**src/rtl/orx_pkg.sv**
```systemverilog
package orx_pkg;
  localparam int DATA_W = 32;
  localparam int BYTE_W = 8;
  localparam int HALF_W = DATA_W / 2;

  typedef enum logic [1:0] {
    SZ_B = 2'd0,
    SZ_W = 2'd1,
    SZ_D = 2'd2
  } opWidth_t;

  // strobes from decode to the datapath
  typedef struct packed {
    logic     isOr;
    opWidth_t width;
    logic     sextByte;
  } orCtrl_t;
endpackage

```
**src/rtl/or_ctrl.sv**
```systemverilog
module or_ctrl
  import orx_pkg::*;
(
  input  logic       clk,
  input  logic       rstN,
  input  logic       inValid,
  input  logic [7:0] opcode,
  input  logic [2:0] modrmReg,
  input  logic       opSize32,
  output orCtrl_t    strobes
);
  localparam logic [2:0] GRP1_OR = 3'd1;

  opWidth_t bigWidth;
  assign bigWidth = opSize32 ? SZ_D : SZ_W;

  always_comb begin
    strobes = '{isOr: 1'b0, width: SZ_B, sextByte: 1'b0};
    unique case (opcode)
      8'h08, 8'h0A, 8'h0C: begin
        strobes.isOr  = inValid;
        strobes.width = SZ_B;
      end
      8'h09, 8'h0B, 8'h0D: begin
        strobes.isOr  = inValid;
        strobes.width = bigWidth;
      end
      8'h80: begin
        strobes.isOr  = inValid && (modrmReg == GRP1_OR);
        strobes.width = SZ_B;
      end
      8'h81: begin
        strobes.isOr  = inValid && (modrmReg == GRP1_OR);
        strobes.width = bigWidth;
      end
      8'h83: begin
        strobes.isOr     = inValid && (modrmReg == GRP1_OR);
        strobes.width    = bigWidth;
        strobes.sextByte = 1'b1;
      end
      default: ;
    endcase
  end


  sext_never_byte_chk: assert property (@(posedge clk) disable iff (!rstN)
    strobes.sextByte |-> (strobes.width != SZ_B));


  grp1_gate_chk: assert property (@(posedge clk) disable iff (!rstN)
    (opcode[7:2] == 6'b100000 && modrmReg != GRP1_OR) |-> !strobes.isOr);
endmodule

```
**src/rtl/or_dpath.sv**
```systemverilog
module or_dpath
  import orx_pkg::*;
(
  input  logic              clk,
  input  logic              rstN,
  input  orCtrl_t           strobes,
  input  logic [DATA_W-1:0] dstVal,
  input  logic [DATA_W-1:0] srcVal,
  output logic              outValid,
  output logic              wbEn,
  output logic [DATA_W-1:0] result,
  output logic              flagSf,
  output logic              flagZf,
  output logic              flagPf,
  output logic              flagOf,
  output logic              flagCf,
  output logic              afUndef
);
  logic [DATA_W-1:0] widthMask;
  logic [DATA_W-1:0] operandB;
  logic [DATA_W-1:0] orValue;
  logic              signBit;
  logic              zeroBit;
  logic              parityBit;
  opWidth_t          widthQ;

  always_comb begin
    unique case (strobes.width)
      SZ_B:    widthMask = {{(DATA_W-BYTE_W){1'b0}}, {BYTE_W{1'b1}}};
      SZ_W:    widthMask = {{(DATA_W-HALF_W){1'b0}}, {HALF_W{1'b1}}};
      default: widthMask = {DATA_W{1'b1}};
    endcase
  end

  assign operandB = strobes.sextByte
                  ? {{(DATA_W-BYTE_W){srcVal[BYTE_W-1]}}, srcVal[BYTE_W-1:0]}
                  : srcVal;

  // narrow widths leave the destination's upper bits intact
  assign orValue = dstVal | (operandB & widthMask);

  always_comb begin
    unique case (strobes.width)
      SZ_B:    signBit = orValue[BYTE_W-1];
      SZ_W:    signBit = orValue[HALF_W-1];
      default: signBit = orValue[DATA_W-1];
    endcase
  end

  assign zeroBit   = ((orValue & widthMask) == '0);
  assign parityBit = ~^orValue[BYTE_W-1:0];

  always_ff @(posedge clk or negedge rstN) begin
    if (!rstN) begin
      outValid <= 1'b0;
      wbEn     <= 1'b0;
      result   <= '0;
      flagSf   <= 1'b0;
      flagZf   <= 1'b0;
      flagPf   <= 1'b0;
      flagOf   <= 1'b0;
      flagCf   <= 1'b0;
      afUndef  <= 1'b0;
      widthQ   <= SZ_B;
    end else begin
      outValid <= strobes.isOr;
      wbEn     <= strobes.isOr;
      result   <= strobes.isOr ? orValue : dstVal;
      flagSf   <= strobes.isOr && signBit;
      flagZf   <= strobes.isOr && zeroBit;
      flagPf   <= strobes.isOr && parityBit;
      flagOf   <= 1'b0;
      flagCf   <= 1'b0;
      afUndef  <= strobes.isOr;
      widthQ   <= strobes.width;
    end
  end


  covers_dest_chk: assert property (@(posedge clk) disable iff (!rstN)
    outValid |-> ((result | $past(dstVal)) == result));


  flags_cleared_chk: assert property (@(posedge clk) disable iff (!rstN)
    outValid |-> (!flagOf && !flagCf && afUndef));


  zero_not_neg_chk: assert property (@(posedge clk) disable iff (!rstN)
    (outValid && flagZf) |-> !flagSf);


  zero_even_chk: assert property (@(posedge clk) disable iff (!rstN)
    (outValid && flagZf) |-> flagPf);


  byte_upper_chk: assert property (@(posedge clk) disable iff (!rstN)
    (outValid && widthQ == SZ_B) |-> (result[DATA_W-1:BYTE_W] == $past(dstVal[DATA_W-1:BYTE_W])));


  idle_quiet_chk: assert property (@(posedge clk) disable iff (!rstN)
    !outValid |-> (!wbEn && !flagSf && !flagZf && !flagPf && !afUndef));
endmodule

```
**src/rtl/or_exec_unit.sv**
```systemverilog
module or_exec_unit
  import orx_pkg::*;
(
  input  logic        clk,
  input  logic        rstN,
  input  logic        inValid,
  input  logic [7:0]  opcode,
  input  logic [2:0]  modrmReg,
  input  logic        opSize32,
  input  logic [31:0] dstVal,
  input  logic [31:0] srcVal,
  output logic        outValid,
  output logic        wbEn,
  output logic [31:0] result,
  output logic        flagSf,
  output logic        flagZf,
  output logic        flagPf,
  output logic        flagOf,
  output logic        flagCf,
  output logic        afUndef
);
  orCtrl_t strobes;

  or_ctrl u_ctrl (
    .clk      (clk),
    .rstN     (rstN),
    .inValid  (inValid),
    .opcode   (opcode),
    .modrmReg (modrmReg),
    .opSize32 (opSize32),
    .strobes  (strobes)
  );

  or_dpath u_dpath (
    .clk      (clk),
    .rstN     (rstN),
    .strobes  (strobes),
    .dstVal   (dstVal),
    .srcVal   (srcVal),
    .outValid (outValid),
    .wbEn     (wbEn),
    .result   (result),
    .flagSf   (flagSf),
    .flagZf   (flagZf),
    .flagPf   (flagPf),
    .flagOf   (flagOf),
    .flagCf   (flagCf),
    .afUndef  (afUndef)
  );
endmodule

```
**config.mk**
```make
export PLATFORM = sky130hd
export DESIGN_NAME = or_exec_unit
export DESIGN_NICKNAME = d
export VERILOG_FILES = /design/src/rtl/orx_pkg.sv /design/src/rtl/or_ctrl.sv /design/src/rtl/or_dpath.sv /design/src/rtl/or_exec_unit.sv
export SDC_FILE = /design/constraint.sdc
export NUM_CORES = 1
export LEC_CHECK = 0
export ABC_AREA = 1
export BUFFER_PORTS_ARGS = -buffer_cell sky130_fd_sc_hd__buf_2
export CAP_MARGIN = 40
export CORE_ASPECT_RATIO = 0.8
export CORE_UTILIZATION = 30
export CTS_CLUSTER_DIAMETER = 150
export DETAILED_ROUTE_END_ITERATION = 7
export PLACE_DENSITY_LB_ADDON = 0.25
export SYNTH_ARGS = -nofsm -noshare
export SYNTH_HDL_FRONTEND = slang
export SYNTH_HIERARCHICAL = 1
export SYNTH_SLANG_ARGS = --single-unit
```
**constraint.sdc**
```tcl
create_clock -name clk -period 0.8 [get_ports clk]
set_input_delay 0.04 -clock clk [delete_from_list [all_inputs] [get_ports clk]]
set_output_delay 0.04 -clock clk [all_outputs]
set_load 0.05 [all_outputs]
```
==> impl_summary.md <==
Power
The post-route total power is 4.83 mW. The largest vdd supply drop is 0.629 mV. Summed over all cells, the static leakage comes to 2.16 nW. Power spread over the standard cell area amounts to 1150 nW/um^2.

Detailed routing
The number of vias per cell is 4.54. The number of detailed-route iterations in the first pass is 4. The number of DRC violations after detailed routing is 0. After the first detailed-routing iteration, the DRC count stood at 78. The detail route stage leaves a number of antenna-violating nets equal to 0.

After detailed routing, the average wire length per cell comes to 13.4 um. The total vias in the final route is 2523. After detailed routing, the total wire length is 7430 um.

Finish
The most common cell after layout, fill and taps aside is sky130_fd_sc_hd__buf_2. Relative to the synthesized area, the layout overhead comes to 101%. The post-layout net count is 554. The fraction of final layout cells with drive strength greater than 1 is 53.6%. Measured on the finished design, the core utilization comes to 64.0%. The post-route standard cell area excluding fillers is 4180 um^2. The antenna diode count is 0. After the flow finishes, the layout carries non-filler instances totaling 556. In the layout the commonest cells are sky130_fd_sc_hd__buf_2, sky130_fd_sc_hd__nand2_1, sky130_fd_sc_hd__buf_6, sky130_fd_sc_hd__nor2_1, sky130_fd_sc_hd__buf_4.

Place
The final HPWL from detailed placement is 4830 um. Summing all placed instances gives a cell area of 3180 um^2. The number of cells in the design after placement is 511. Timing analysis after detailed placement gives a worst setup slack of -0.863 ns. The count of input and output buffers is 116. The routability-driven placement congestion ratio is 0.801.

Critical path
By startpoint and endpoint, the worst setup path is classified as primary input to flip-flop. At the worst endpoint, the arrival time is 1.49 ns. In this run the worst setup path begins at opcode[6]. In this run the worst path has a maximum fanout of 4.

The worst endpoint required time is 0.99 ns. The most critical setup path has its endpoint at u_dpath/flagZf. STA classifies the critical path endpoint as a flip-flop. The type of origin of the critical path is a primary input.

Timing
The final-report max-slew violation count was 0. The final worst setup slack is -0.500 ns. The worst path in the final design needs a cycle of 1.30 ns, including I/O delays and setup. The maximum clock frequency is 0.769 GHz. After layout, the worst path uses 163% of the clock period. Adding up every negative setup slack in the final design gives -12.39 ns. The worst-case hold slack is 0.00440 ns. The count of endpoints failing hold in the final timing report is 0. Setup repair after global routing could not meet its margin everywhere. The total setup violations reported at the end of the flow is 74.

Synthesis
The cell count after synthesis came out at 276. Sequential cells were found to cover 43.3% of the synthesized design area. The number of register bits inferred by synthesis is 36. The number of enable-type register cells in the synthesized netlist is 0. The share of async-settable or async-resettable flops after synthesis is 100%. A synthesized cell averages 7.53 um^2.

After synthesis, the netlist uses 29 different library cells. The number of warnings printed during yosys synthesis is 6. The most used flip-flop cell after synthesis is sky130_fd_sc_hd__dfrtp_1. The synthesized netlist occupies a cell area of 2080 um^2.

Clock tree
The largest buffer count on any clock path is 2. CTS built an H-tree with a depth of 2. The clock-pin slew on the worst setup and hold paths is 0.08 ns. The cell at the root of the clock tree is sky130_fd_sc_hd__clkbuf_8. The total clock buffers created by CTS is 5.

The number of sinks driven by the clock tree is 36. TritonCTS built the clock tree.

Die
The overall die height is 76.4 um. After floorplanning, the core was divided into 26 placement rows. During I/O placement, the number of pins put on the boundary was 119. The core region is 6540 um^2. The floorplan die width is 95.1 um. The area of the die is 7270 um^2. Once the floorplan was initialized, standard cells occupied 31.8% of the core.

Min path
The class of the worst hold path is primary input to flip-flop.

Global routing
The total routing resource utilization after global routing is 20.8%. The number of global-route vias before repair is 2615. The first global-routing pass estimated 11900 um of wire. The initial antenna violation count is 0. The largest net degree at the start of global routing is 37. Global routing finished with a remaining overflow of 0.

Run status
The run finished, with violations left. The final reports fail on setup timing.

Flow run
The max capacitance violation total is 0.
[cell type report]
type	instances	area, um^2
Sequential cell	36	902
Inverter	19	104
Tap cell	84	105
Clock inverter	2	10.0
Clock buffer	6	82.6
Fill cell	565	2360
Timing Repair inverter	1	7.51
Multi-Input combinational cell	210	1270
Timing Repair Buffer	198	1700
[how the worst min path moves through the flow]
stage	slack, ns	cells past startpoint	end	from
after global routing	0.04	3	u_dpath/result[15]	dstVal[15]
after floorplan	-0.26	0	u_dpath/afUndef	rstN
after global placement	0.02	2	u_dpath/result[2]	rstN
after detailed placement	0.03	2	u_dpath/result[2]	rstN
after CTS	0.001	3	u_dpath/result[4]	srcVal[4]
final	0.004	3	u_dpath/result[0]	srcVal[0]
[synth_stat cells (all sizes together) (2+ instances only)]
cell type	instances	area (um^2)
ha	4	50.1
inv	19	71.3
dfrtp	36	901
o21bai	9	67.6
buf	11	82.6
nor2	66	270
nand3	6	30.0
o21ai	8	40.0
a21o	5	37.5
nand2	80	318
xnor2	2	17.5
a21oi	23	149
[state kept, by name, summed over array words and instances (netlist names)]
name and count:
u_dpath/result 32, u_dpath/afUndef 1, u_dpath/flagPf 1, u_dpath/flagSf 1, u_dpath/flagZf 1
[worst max-delay path, cell delays in order]
cell	delay (ns)
sky130_fd_sc_hd__buf_12	0.11
sky130_fd_sc_hd__inv_12	0.05
sky130_fd_sc_hd__nand2_4	0.04
sky130_fd_sc_hd__nor2_4	0.14
sky130_fd_sc_hd__nand3_4	0.09
sky130_fd_sc_hd__buf_4	0.14
sky130_fd_sc_hd__a21oi_2	0.11
sky130_fd_sc_hd__buf_4	0.13
sky130_fd_sc_hd__nor2_4	0.06
sky130_fd_sc_hd__buf_4	0.15
sky130_fd_sc_hd__a21oi_4	0.13
sky130_fd_sc_hd__o21ai_1	0.07
sky130_fd_sc_hd__nand2_1	0.06
sky130_fd_sc_hd__nor2_1	0.04
sky130_fd_sc_hd__nand2_1	0.06
sky130_fd_sc_hd__nor2_1	0.04
[timing repair]
action / 4_1_cts / 5_1_grt
pin swaps: 21 / 7
endpoints found under the hold margin: 59 / 0
buffers inserted: 7 / 3
cloned: 2 / 0
endpoints found under the setup margin: 74 / 74
gates resized for setup: 128 / 26
hold buffers: 25 / 0
[routing by layer]
metal | global-route usage, % | share of wire [%] | vias up
li1 | - | - | 1260
met1 | 26.5 | 42 | 1169
met2 | 35.8 | 51 | 88
met3 | 4.19 | 6.3 | 6
met4 | 5.00 | 0.92 | 0
met5 | 0 | 0 | -
[logic make-up (layout without fill, tap and decap cells)]
logic type	count (synthesis)	count (layout)	synth area share, %
and+or+nand+nor	153	153	30.0
AOI/OAI and AO/OA	48	48	15.2
DFF	36	36	43.3
buffers and inverters	31	226	7.59
adders and majority gates	4	4	2.41
xor gates and xnor gates	3	3	1.26
other	1	2	0.180
[power by group]
group          internal [mW]  switching, mW
registers               1.91         0.0428
clock network          0.688          0.694
logic                  0.682          0.813
(Power assumes the default switching activity.)
